===== src/rtl/dcd_pkg.sv =====
package dcd_pkg;
   typedef enum logic [2:0] {
      ST_IDLE = 3'd0,
      ST_ADDR = 3'd1,
      ST_CMD  = 3'd2,
      ST_DATA = 3'd3,
      ST_SKIP = 3'd4
   } dcd_state_e;
endpackage


===== src/rtl/dcd_addr_match.sv =====
module dcd_addr_match #(
   parameter logic [5:0] ADDR_HI = 6'b011100
) (
   input  logic [7:0] byte_i,
   input  logic       sa0_i,
   output logic       hit_o,
   output logic       rd_o
);
   assign hit_o = (byte_i[7:2] == ADDR_HI) && (byte_i[1] == sa0_i);
   assign rd_o  = byte_i[0];
endmodule


===== src/rtl/dcd_ptr.sv =====
module dcd_ptr #(
   parameter int RAM_DEPTH = 40,
   parameter int SUB_W     = 3,
   localparam int PTR_W    = (RAM_DEPTH > 1) ? $clog2(RAM_DEPTH) : 1
) (
   input  logic             clk,
   input  logic             rst_n,
   input  logic             adv_i,
   input  logic             ptr_ld_i,
   input  logic [PTR_W-1:0] ptr_ld_val_i,
   input  logic             sub_ld_i,
   input  logic [SUB_W-1:0] sub_ld_val_i,
   output logic [PTR_W-1:0] ptr_o,
   output logic [SUB_W-1:0] sub_o
);
   localparam logic [PTR_W-1:0] LAST = PTR_W'(RAM_DEPTH - 1);

   logic [PTR_W-1:0] ptr_q;
   logic [SUB_W-1:0] sub_q;
   logic             at_last;

   if (RAM_DEPTH < 2) begin : g_bad_depth
      $error("dcd_ptr: RAM_DEPTH must be at least 2");
   end
   if (SUB_W < 1 || SUB_W > 8) begin : g_bad_sub
      $error("dcd_ptr: SUB_W must lie in 1..8");
   end

   if (RAM_DEPTH == (1 << PTR_W)) begin : g_wrap_pow2
      assign at_last = &ptr_q;
   end else begin : g_wrap_cmp
      assign at_last = (ptr_q == LAST);
   end

   always_ff @(posedge clk or negedge rst_n) begin
      if (!rst_n) begin
         ptr_q <= '0;
         sub_q <= '0;
      end else begin
         if (ptr_ld_i)
            ptr_q <= ptr_ld_val_i;
         else if (adv_i)
            ptr_q <= at_last ? '0 : ptr_q + PTR_W'(1);
         if (sub_ld_i)
            sub_q <= sub_ld_val_i;
         else if (adv_i && at_last)
            sub_q <= sub_q + SUB_W'(1);
      end
   end

   assign ptr_o = ptr_q;
   assign sub_o = sub_q;

   AST_PTR_IN_RANGE: assert property (@(posedge clk) disable iff (!rst_n)
      ptr_q <= LAST);
   AST_PTR_STEP: assert property (@(posedge clk) disable iff (!rst_n)
      (adv_i && !at_last && !ptr_ld_i) |=> (ptr_q == $past(ptr_q) + PTR_W'(1)));
   AST_SUB_WRAP_STEP: assert property (@(posedge clk) disable iff (!rst_n)
      (adv_i && at_last && !sub_ld_i) |=> (sub_q == $past(sub_q) + SUB_W'(1)));
   AST_LOAD_WINS: assert property (@(posedge clk) disable iff (!rst_n)
      ptr_ld_i |=> (ptr_q == $past(ptr_ld_val_i)));
endmodule


===== src/rtl/dcd_seq.sv =====
module dcd_seq
   import dcd_pkg::*;
#(
   parameter int RAM_DEPTH = 40,
   parameter int SUB_W     = 3,
   localparam int PTR_W    = (RAM_DEPTH > 1) ? $clog2(RAM_DEPTH) : 1
) (
   input  logic             clk,
   input  logic             rst_n,
   input  logic             start_i,
   input  logic             stop_i,
   input  logic             byte_vld_i,
   input  logic [7:0]       byte_i,
   input  logic             addr_hit_i,
   input  logic             addr_rd_i,
   input  logic [SUB_W-1:0] sub_i,
   input  logic [SUB_W-1:0] dev_sub_i,
   input  logic [PTR_W-1:0] ptr_i,
   output logic             adv_o,
   output logic             ack_pend_o,
   output logic             cmd_vld_o,
   output logic [6:0]       cmd_op_o,
   output logic             ram_we_o,
   output logic [PTR_W-1:0] ram_addr_o,
   output logic [7:0]       ram_wdata_o
);
   dcd_state_e state_q, state_d;
   logic       pend_q, pend_d;
   logic       cmd_d, we_d, sub_hit;

   assign sub_hit = (sub_i == dev_sub_i);

   always_comb begin
      state_d = state_q;
      pend_d  = pend_q;
      cmd_d   = 1'b0;
      we_d    = 1'b0;
      adv_o   = 1'b0;
      if (start_i) begin
         state_d = ST_ADDR;
         pend_d  = 1'b0;
      end else if (stop_i) begin
         state_d = ST_IDLE;
         pend_d  = 1'b0;
      end else if (byte_vld_i) begin
         unique case (state_q)
            ST_ADDR: begin
               pend_d  = addr_hit_i;
               state_d = (addr_hit_i && !addr_rd_i) ? ST_CMD : ST_SKIP;
            end
            ST_CMD: begin
               pend_d  = 1'b1;
               cmd_d   = 1'b1;
               state_d = byte_i[7] ? ST_CMD : ST_DATA;
            end
            ST_DATA: begin
               pend_d = sub_hit;
               we_d   = sub_hit;
               adv_o  = 1'b1;
            end
            default: pend_d = 1'b0;
         endcase
      end
   end

   always_ff @(posedge clk or negedge rst_n) begin
      if (!rst_n) begin
         state_q     <= ST_IDLE;
         pend_q      <= 1'b0;
         cmd_vld_o   <= 1'b0;
         cmd_op_o    <= '0;
         ram_we_o    <= 1'b0;
         ram_addr_o  <= '0;
         ram_wdata_o <= '0;
      end else begin
         state_q   <= state_d;
         pend_q    <= pend_d;
         cmd_vld_o <= cmd_d;
         ram_we_o  <= we_d;
         if (cmd_d)
            cmd_op_o <= byte_i[6:0];
         if (adv_o) begin
            ram_addr_o  <= ptr_i;
            ram_wdata_o <= byte_i;
         end
      end
   end

   assign ack_pend_o = pend_q;

   AST_SKIP_SILENT: assert property (@(posedge clk) disable iff (!rst_n)
      (state_q == ST_SKIP && byte_vld_i && !start_i && !stop_i)
      |=> (!pend_q && !cmd_vld_o && !ram_we_o));
   AST_CMD_AFTER_BYTE: assert property (@(posedge clk) disable iff (!rst_n)
      cmd_vld_o |-> ($past(byte_vld_i) && $past(state_q == ST_CMD)));
   AST_WE_SUB_MATCH: assert property (@(posedge clk) disable iff (!rst_n)
      ram_we_o |-> ($past(sub_i == dev_sub_i) && $past(state_q == ST_DATA)));
   AST_STROBES_EXCL: assert property (@(posedge clk) disable iff (!rst_n)
      $onehot0({cmd_vld_o, ram_we_o}));
   AST_IDLE_AFTER_STOP: assert property (@(posedge clk) disable iff (!rst_n)
      (stop_i && !start_i) |=> (state_q == ST_IDLE && !pend_q));
endmodule


===== src/rtl/disp_cmd_decoder.sv =====
module disp_cmd_decoder #(
   parameter int         RAM_DEPTH = 40,
   parameter int         SUB_W     = 3,
   parameter logic [5:0] ADDR_HI   = 6'b011100,
   localparam int        PTR_W     = (RAM_DEPTH > 1) ? $clog2(RAM_DEPTH) : 1
) (
   input  logic             clk,
   input  logic             rst_n,
   input  logic             sa0_i,
   input  logic [SUB_W-1:0] dev_sub_i,
   input  logic             start_i,
   input  logic             stop_i,
   input  logic             byte_vld_i,
   input  logic [7:0]       byte_i,
   input  logic             ack_req_i,
   input  logic             ptr_ld_i,
   input  logic [PTR_W-1:0] ptr_ld_val_i,
   input  logic             sub_ld_i,
   input  logic [SUB_W-1:0] sub_ld_val_i,
   output logic             ack_o,
   output logic             cmd_vld_o,
   output logic [6:0]       cmd_op_o,
   output logic             ram_we_o,
   output logic [PTR_W-1:0] ram_addr_o,
   output logic [7:0]       ram_wdata_o
);
   logic             hit, rd, adv, pend;
   logic [PTR_W-1:0] ptr;
   logic [SUB_W-1:0] sub;

   dcd_addr_match #(.ADDR_HI(ADDR_HI)) u_match (
      .byte_i(byte_i), .sa0_i(sa0_i), .hit_o(hit), .rd_o(rd));

   dcd_seq #(.RAM_DEPTH(RAM_DEPTH), .SUB_W(SUB_W)) u_seq (
      .clk(clk), .rst_n(rst_n), .start_i(start_i), .stop_i(stop_i),
      .byte_vld_i(byte_vld_i), .byte_i(byte_i), .addr_hit_i(hit),
      .addr_rd_i(rd), .sub_i(sub), .dev_sub_i(dev_sub_i), .ptr_i(ptr),
      .adv_o(adv), .ack_pend_o(pend), .cmd_vld_o(cmd_vld_o),
      .cmd_op_o(cmd_op_o), .ram_we_o(ram_we_o), .ram_addr_o(ram_addr_o),
      .ram_wdata_o(ram_wdata_o));

   dcd_ptr #(.RAM_DEPTH(RAM_DEPTH), .SUB_W(SUB_W)) u_ptr (
      .clk(clk), .rst_n(rst_n), .adv_i(adv), .ptr_ld_i(ptr_ld_i),
      .ptr_ld_val_i(ptr_ld_val_i), .sub_ld_i(sub_ld_i),
      .sub_ld_val_i(sub_ld_val_i), .ptr_o(ptr), .sub_o(sub));

   assign ack_o = ack_req_i & pend;

   AST_ACK_NEEDS_BYTE: assert property (@(posedge clk) disable iff (!rst_n)
      $rose(pend) |-> $past(byte_vld_i));
endmodule


===== config.mk =====
export PLATFORM = sky130hd
export DESIGN_NAME = disp_cmd_decoder
export DESIGN_NICKNAME = d
export VERILOG_FILES = /design/src/rtl/dcd_pkg.sv /design/src/rtl/dcd_addr_match.sv /design/src/rtl/dcd_ptr.sv /design/src/rtl/dcd_seq.sv /design/src/rtl/disp_cmd_decoder.sv
export SDC_FILE = /design/constraint.sdc
export NUM_CORES = 1
export LEC_CHECK = 0
export BUFFER_PORTS_ARGS = -buffer_cell sky130_fd_sc_hd__buf_2
export CELL_PAD_IN_SITES_DETAIL_PLACEMENT = 1
export CELL_PAD_IN_SITES_GLOBAL_PLACEMENT = 2
export CORE_MARGIN = 5
export CORE_UTILIZATION = 30
export DETAILED_ROUTE_END_ITERATION = 10
export GPL_TIMING_DRIVEN = 0
export PLACE_DENSITY = 0.72
export SETUP_SLACK_MARGIN = 0.15
export SLEW_MARGIN = 10
export SYNTH_ARGS = -nofsm -noshare
export SYNTH_HDL_FRONTEND = slang
export SYNTH_SLANG_ARGS = --single-unit

===== constraint.sdc =====
create_clock -name clk -period 2.25 [get_ports clk]
set_input_delay 0.45 -clock clk [delete_from_list [all_inputs] [get_ports clk]]
set_output_delay 0.45 -clock clk [all_outputs]
set_load 0.02 [all_outputs]

## After elaboration in Yosys (flattened, before gate mapping)

Index checks and enable logic that the tools add are counted.

| word-level totals | value |
|---|---|
| logic and storage cells | 55 |
| memory bits (read-only) | 0 |
| output and inout bits | 24 |
| bits in writable memories | 0 |
| register bits after elaboration | 36 |
| bits in latches | 0 |
| memories kept | 0 |
| input port bits | 29 |

| cells by class | value |
|---|---|
| add/subtract/negate cells | 2 |
| order comparisons | 0 |
| divide/modulo/power cells | 0 |
| reduce and logical (&&, ||, !) cells | 9 |
| bitwise operators | 1 |
| $mul | 0 |
| muxes and demuxes | 27 |
| equal/unequal tests | 7 |
| shifts and indexed selects | 0 |

Operators with widths:

| cell | number |
|---|---|
| 3-bit 2-to-1 mux | 6 |
| 6-bit 2-to-1 mux | 3 |
| 1-bit 2-to-1 mux | 16 |
| 6-bit by 1-bit adder with 6-bit output (second input constant) | 1 |
| 3-bit by 2-bit == test with 1-bit output (second input constant) | 2 |
| 6-bit by 5-bit == test with 1-bit output (second input constant) | 1 |
| 6-bit == test (second input constant) | 1 |
| 3-bit one-hot mux with 2 select lines | 1 |
| 2-bit nonzero test | 2 |
| 4-bit nonzero test | 1 |
| 3-bit by 1-bit adder with 3-bit output (second input constant) | 1 |
| 3-bit by 1-bit == test with 1-bit output (second input constant) | 1 |
| 3-bit == test | 1 |
| 1-bit logical AND | 3 |
| 1-bit one-hot mux with 3 select lines | 1 |
| 3-bit nonzero test | 1 |
| 2-bit AND reduction | 1 |
| 1-bit AND | 1 |
| 1-bit == test | 1 |
| 1-bit logical NOT | 1 |

## Depth between registers and ports, before layout

| depth | value |
|---|---|
| depth in word-level cells | 8 |
| gate-level depth with buffers | 6 |
| mapped depth without buffers | 5 |

## Hierarchy

Synthesis repeated with hierarchy kept, for this count alone.

| unflattened totals | value |
|---|---|
| cells, all modules | 142 |
| area total of the unflattened synthesis | 1759.2 um2 |

By module, submodules not included:

| module | cells an instance | area an instance (um2) | sequential area each (um2) | instances |
|---|---|---|---|---|
| dcd_seq | 79 | 1173.6 | 675.6 | 1 |
| dcd_ptr | 58 | 539.3 | 225.2 | 1 |
| dcd_addr_match | 4 | 40.0 | 0.0 | 1 |
| disp_cmd_decoder | 1 | 6.3 | 0.0 | 1 |

## Least setup slack after synthesis

No wires, ideal clock.

| timing | value |
|---|---|
| path kind | input-to-reg |
| from | input start_i |
| to | register u_ptr.ptr_q[3] (netlist: u_ptr.ptr_o[3]) |
| library setup time | 76 ps |
| cell stages on the path | 6 |
| arrival time | 1797 ps |
| path slack | 376 ps |
| required time | 2174 ps |
| buffers on the path | 2 |
| cell sequence | or3b_1 > buf_2 > or2_1 > buf_6 > o41a_1 > o21ai_1 |

| between the ends | value |
|---|---|
| cells in the longest elaborated chain, start to end | 2 |

RTL lines:

| what | RTL line | text |
|---|---|---|
| start, declared | disp_cmd_decoder.sv:11 | `input logic start_i,` |
| 1-bit 2-to-1 mux | dcd_seq.sv:39 | `if (start_i) begin` |
| 2-bit nonzero test (no line) | n/a |  |
| end signal, assigned | dcd_ptr.sv:41 | `ptr_q <= ptr_ld_val_i;` |
| end signal, assigned | dcd_ptr.sv:43 | `ptr_q <= at_last ? '0 : ptr_q + PTR_W'(1);` |
| end, declared | dcd_ptr.sv:18 | `logic [PTR_W-1:0] ptr_q;` |

Every way passes these cells.
A chain may end at the register's enable or synchronous reset.

## Worst setup path after layout

| timing | value |
|---|---|
| from | register u_seq.state_q[2] |
| to | register u_ptr.ptr_q[3] (netlist: u_ptr.ptr_o[3]) |

| between the ends | value |
|---|---|
| cells in the longest elaborated chain, start to end | 6 |

RTL lines:

| what | RTL line | text |
|---|---|---|
| start, declared | dcd_seq.sv:27 | `dcd_state_e state_q, state_d;` |
| start signal, assigned | dcd_seq.sv:76 | `state_q <= state_d;` |
| 3-bit by 2-bit == test with 1-bit output | dcd_seq.sv:46 | `unique case (state_q)` |
| 1-bit 2-to-1 mux | dcd_seq.sv:46 |  |
| 1-bit 2-to-1 mux | dcd_seq.sv:45 | `end else if (byte_vld_i) begin` |
| 1-bit 2-to-1 mux | dcd_seq.sv:42 | `end else if (stop_i) begin` |
| 1-bit 2-to-1 mux | dcd_seq.sv:39 |  |
| 2-bit nonzero test (no line) | n/a |  |

Every way passes these cells.

==> results.json <==
{
  "status": "complete, no violations",
  "drt_iter0_drc": 28,
  "fin_total_pwr_w": 0.00129,
  "grt_overflow": 0,
  "final.setup.tns_ns": 0,
  "endpoint_kind": "flop",
  "critPathLaunchType": "flop",
  "grt_pass1_wl_um": 7130,
  "worst_pin_slew_ns": 0.823,
  "synth_top_area_frac": 0.533,
  "cts_sinks": 36,
  "dp_hpwl_um": 3280,
  "hold_viol": 0,
  "grt_util_all_layers": 0.125,
  "dr.pass1.iters": 4,
  "pin_count": 53,
  "core-area_um2": 5510,
  "final_core_util": 0.387,
  "clock_latency_ns": 0.29,
  "crit_arrival_ns": 2.12,
  "r2r-start": "u_seq.state_q[2]$_DFFE_PN0P_",
  "rr_worst_depth": 5,
  "cts_setup_buffers": 0,
  "crit_path_end": "u_ptr.ptr_o[3]$_DFFE_PN0P_",
  "cts_made_buffers": 5,
  "required_ns": 2.46,
  "die_h_um": 85.1,
  "fin_crit_sh": 0.848,
  "syn_inst": 145,
  "avgRoutedWirePerCell_um": 15.3,
  "cts_max_level": 2,
  "synth_area_leaders": "dfrtp_1, mux2_2, xnor2_1",
  "critPathLaunch": "u_seq.state_q[2]$_DFFE_PN0P_",
  "dieArea_um2": 7240,
  "hp-class": "input pin to async pin",
  "grt_start_max_net_pins": 37,
  "synth-seq-cells": 36,
  "ir_worst_vdd_uv": 217,
  "row_count": 27,
  "ctsResizeCount": 0,
  "synth_nets": 176,
  "netlist_area_um2": 1690,
  "clk_pin_slew_worst_paths_ns": 0.08,
  "port_buffers": 52,
  "ys_async_sr_fraction": 1.00,
  "layout_commonest_cell": "buf_2",
  "ys.flop_type": "dfrtp_1",
  "antennaDiodeCount": 0,
  "cts_tree": "built",
  "crit_fanout": 10,
  "ant_nets": 0,
  "die_w_um": 85.1,
  "cts_buffer_depth": 2,
  "syn_avg_cell_area_um2": 11.7,
  "nets": 235,
  "maxCapViolations": 0,
  "worst_clock_skew_ns": 0.00986,
  "drc": 0,
  "ys_seq_area_frac": 0.533,
  "synth-edff-count": 0,
  "mostFrequentLayoutCells": "buf_2, dfrtp_1, mux2_2, nand2_1, nor2_1",
  "drive_gt1_frac": 0.424,
  "clockRootBuffer": "clkbuf_8",
  "leakage_nw": 1.11,
  "power.density_nw_per_um2": 608,
  "wl_um": 4250,
  "reg2reg_to": "u_ptr.ptr_o[3]$_DFFE_PN0P_",
  "drv_slew": 0,
  "vias_per_cell": 4.81,
  "grt_pass1_vias": 1405,
  "final-setup-viol-count": 0,
  "area_growth_pct": 25.9,
  "synth_top_area_cell": "dfrtp_1",
  "path_class": "flop to flop",
  "fmax_ghz": 0.524,
  "routed-via-count": 1332,
  "antenna_found_initial": 0,
  "period_minus_slack_ns": 1.91,
  "yosys_warnings": 0,
  "max-slew-margin-rel": 0.451,
  "start_util": 0.307,
  "yosysUniqueCellTypes": 42,
  "rsz0062_at_grt": "false",
  "fill_cells": 634,
  "globalplace.congestion": 0.827,
  "r2r_slack_ns": 0.34,
  "hold_buffers": 0
}
metal layers:
layer  vias to the layer above  global-route usage  routed length, um
li1                        638                   -                  -
met1                       646               0.149               1780
met2                        41               0.210               2090
met3                         7              0.0437                327
met4                         0              0.0388                 51
met5                         -                   0                  0
synth_stat cells, drive strengths merged, types with 2 or more instances:
cell    count
nor3        5
mux2i       2
inv         5
o31ai       2
dfrtp      36
or3b        2
nor2        8
nand3b      2
buf         3
nand2      10
nand4b      2
nand2b      2
nand3       4
xnor2       5
ha          2
mux2       21
clkbuf      2
xor2        2
nor4        3
o21ai       8
and3        2
worst max-delay path, stage by stage (launching register included):
cell and delay (ns):
dfrtp_1 0.46, nand3b_1 0.36, or2_1 0.33, buf_6 0.15
o41a_1 0.41, o21ai_1 0.12
sequential cells by signal (all words and copies together), names as in the netlist:
name	count
u_seq.state_q	3
u_seq.ack_pend_o	1
u_ptr.ptr_o	6
u_seq.ram_addr_o	6
u_seq.ram_wdata_o	8
u_seq.ram_we_o	1
u_ptr.sub_o	3
u_seq.cmd_vld_o	1
u_seq.cmd_op_o	7
metrics by stage:
step           hold slack (ns)  instances  area, um2  setup WS [ns]
2_1_floorplan            0.154        145       1690          0.376
3_3_place_gp             0.483        269       2040          0.149
3_5_place_dp             0.488        269       2040          0.122
4_1_cts                  0.275        277       2130          0.329
5_1_grt                  0.322        277       2130          0.191
6_report                 0.250        277       2130          0.342
how the worst min path moves through the flow:
stage                                     start                                to  depth (start not counted)
2_1_floorplan                             rst_n        u_ptr.ptr_o[0]$_DFFE_PN0P_                          0
3_3_place_gp   u_seq.ram_wdata_o[1]$_DFFE_PN0P_  u_seq.ram_wdata_o[1]$_DFFE_PN0P_                          1
3_5_place_dp   u_seq.ram_wdata_o[2]$_DFFE_PN0P_  u_seq.ram_wdata_o[2]$_DFFE_PN0P_                          1
4_1_cts                                   rst_n        u_ptr.ptr_o[5]$_DFFE_PN0P_                          1
5_1_grt                                   rst_n      u_seq.state_q[2]$_DFFE_PN0P_                          1
6_report                                  rst_n      u_seq.state_q[2]$_DFFE_PN0P_                          1
cell families (layout without fill, tap and decap cells):
group,Yosys count,count (layout),synth area share
muxes,23,23,0.152
adders and majority gates,2,2,0.0148
xor gates and xnor gates,7,7,0.0363
buffers and inverters,10,70,0.0281
AOI/OAI and AO/OA,20,20,0.0807
and+or+nand+nor,47,47,0.155
DFF,36,36,0.533
report_power, final:
| group | switching [W] | internal [W] | total, W | leakage [nW] |
|---|---|---|---|---|
| Combinational | 0.0000773 | 0.0000637 | 0.000141 | 0.580 |
| Sequential | 0.0000263 | 0.000671 | 0.000697 | 0.478 |
| Clock | 0.000240 | 0.000216 | 0.000456 | 0.0479 |
| Total | 0.000344 | 0.000950 | 0.00129 | 1.11 |
area by class of cell:
type                       instances  area, um2  share of cell area
clock buffer                       5       68.8              0.0323
timing repair buffer              52        260               0.122
tap                               72       90.1              0.0423
multi-input combinational         99        742               0.349
clock inverter                     3       18.8             0.00882
inverter                           5       18.8             0.00882
buffer                             5       28.8              0.0135
sequential                        36        901               0.423
Note: power is estimated with default switching activity, not from simulation.
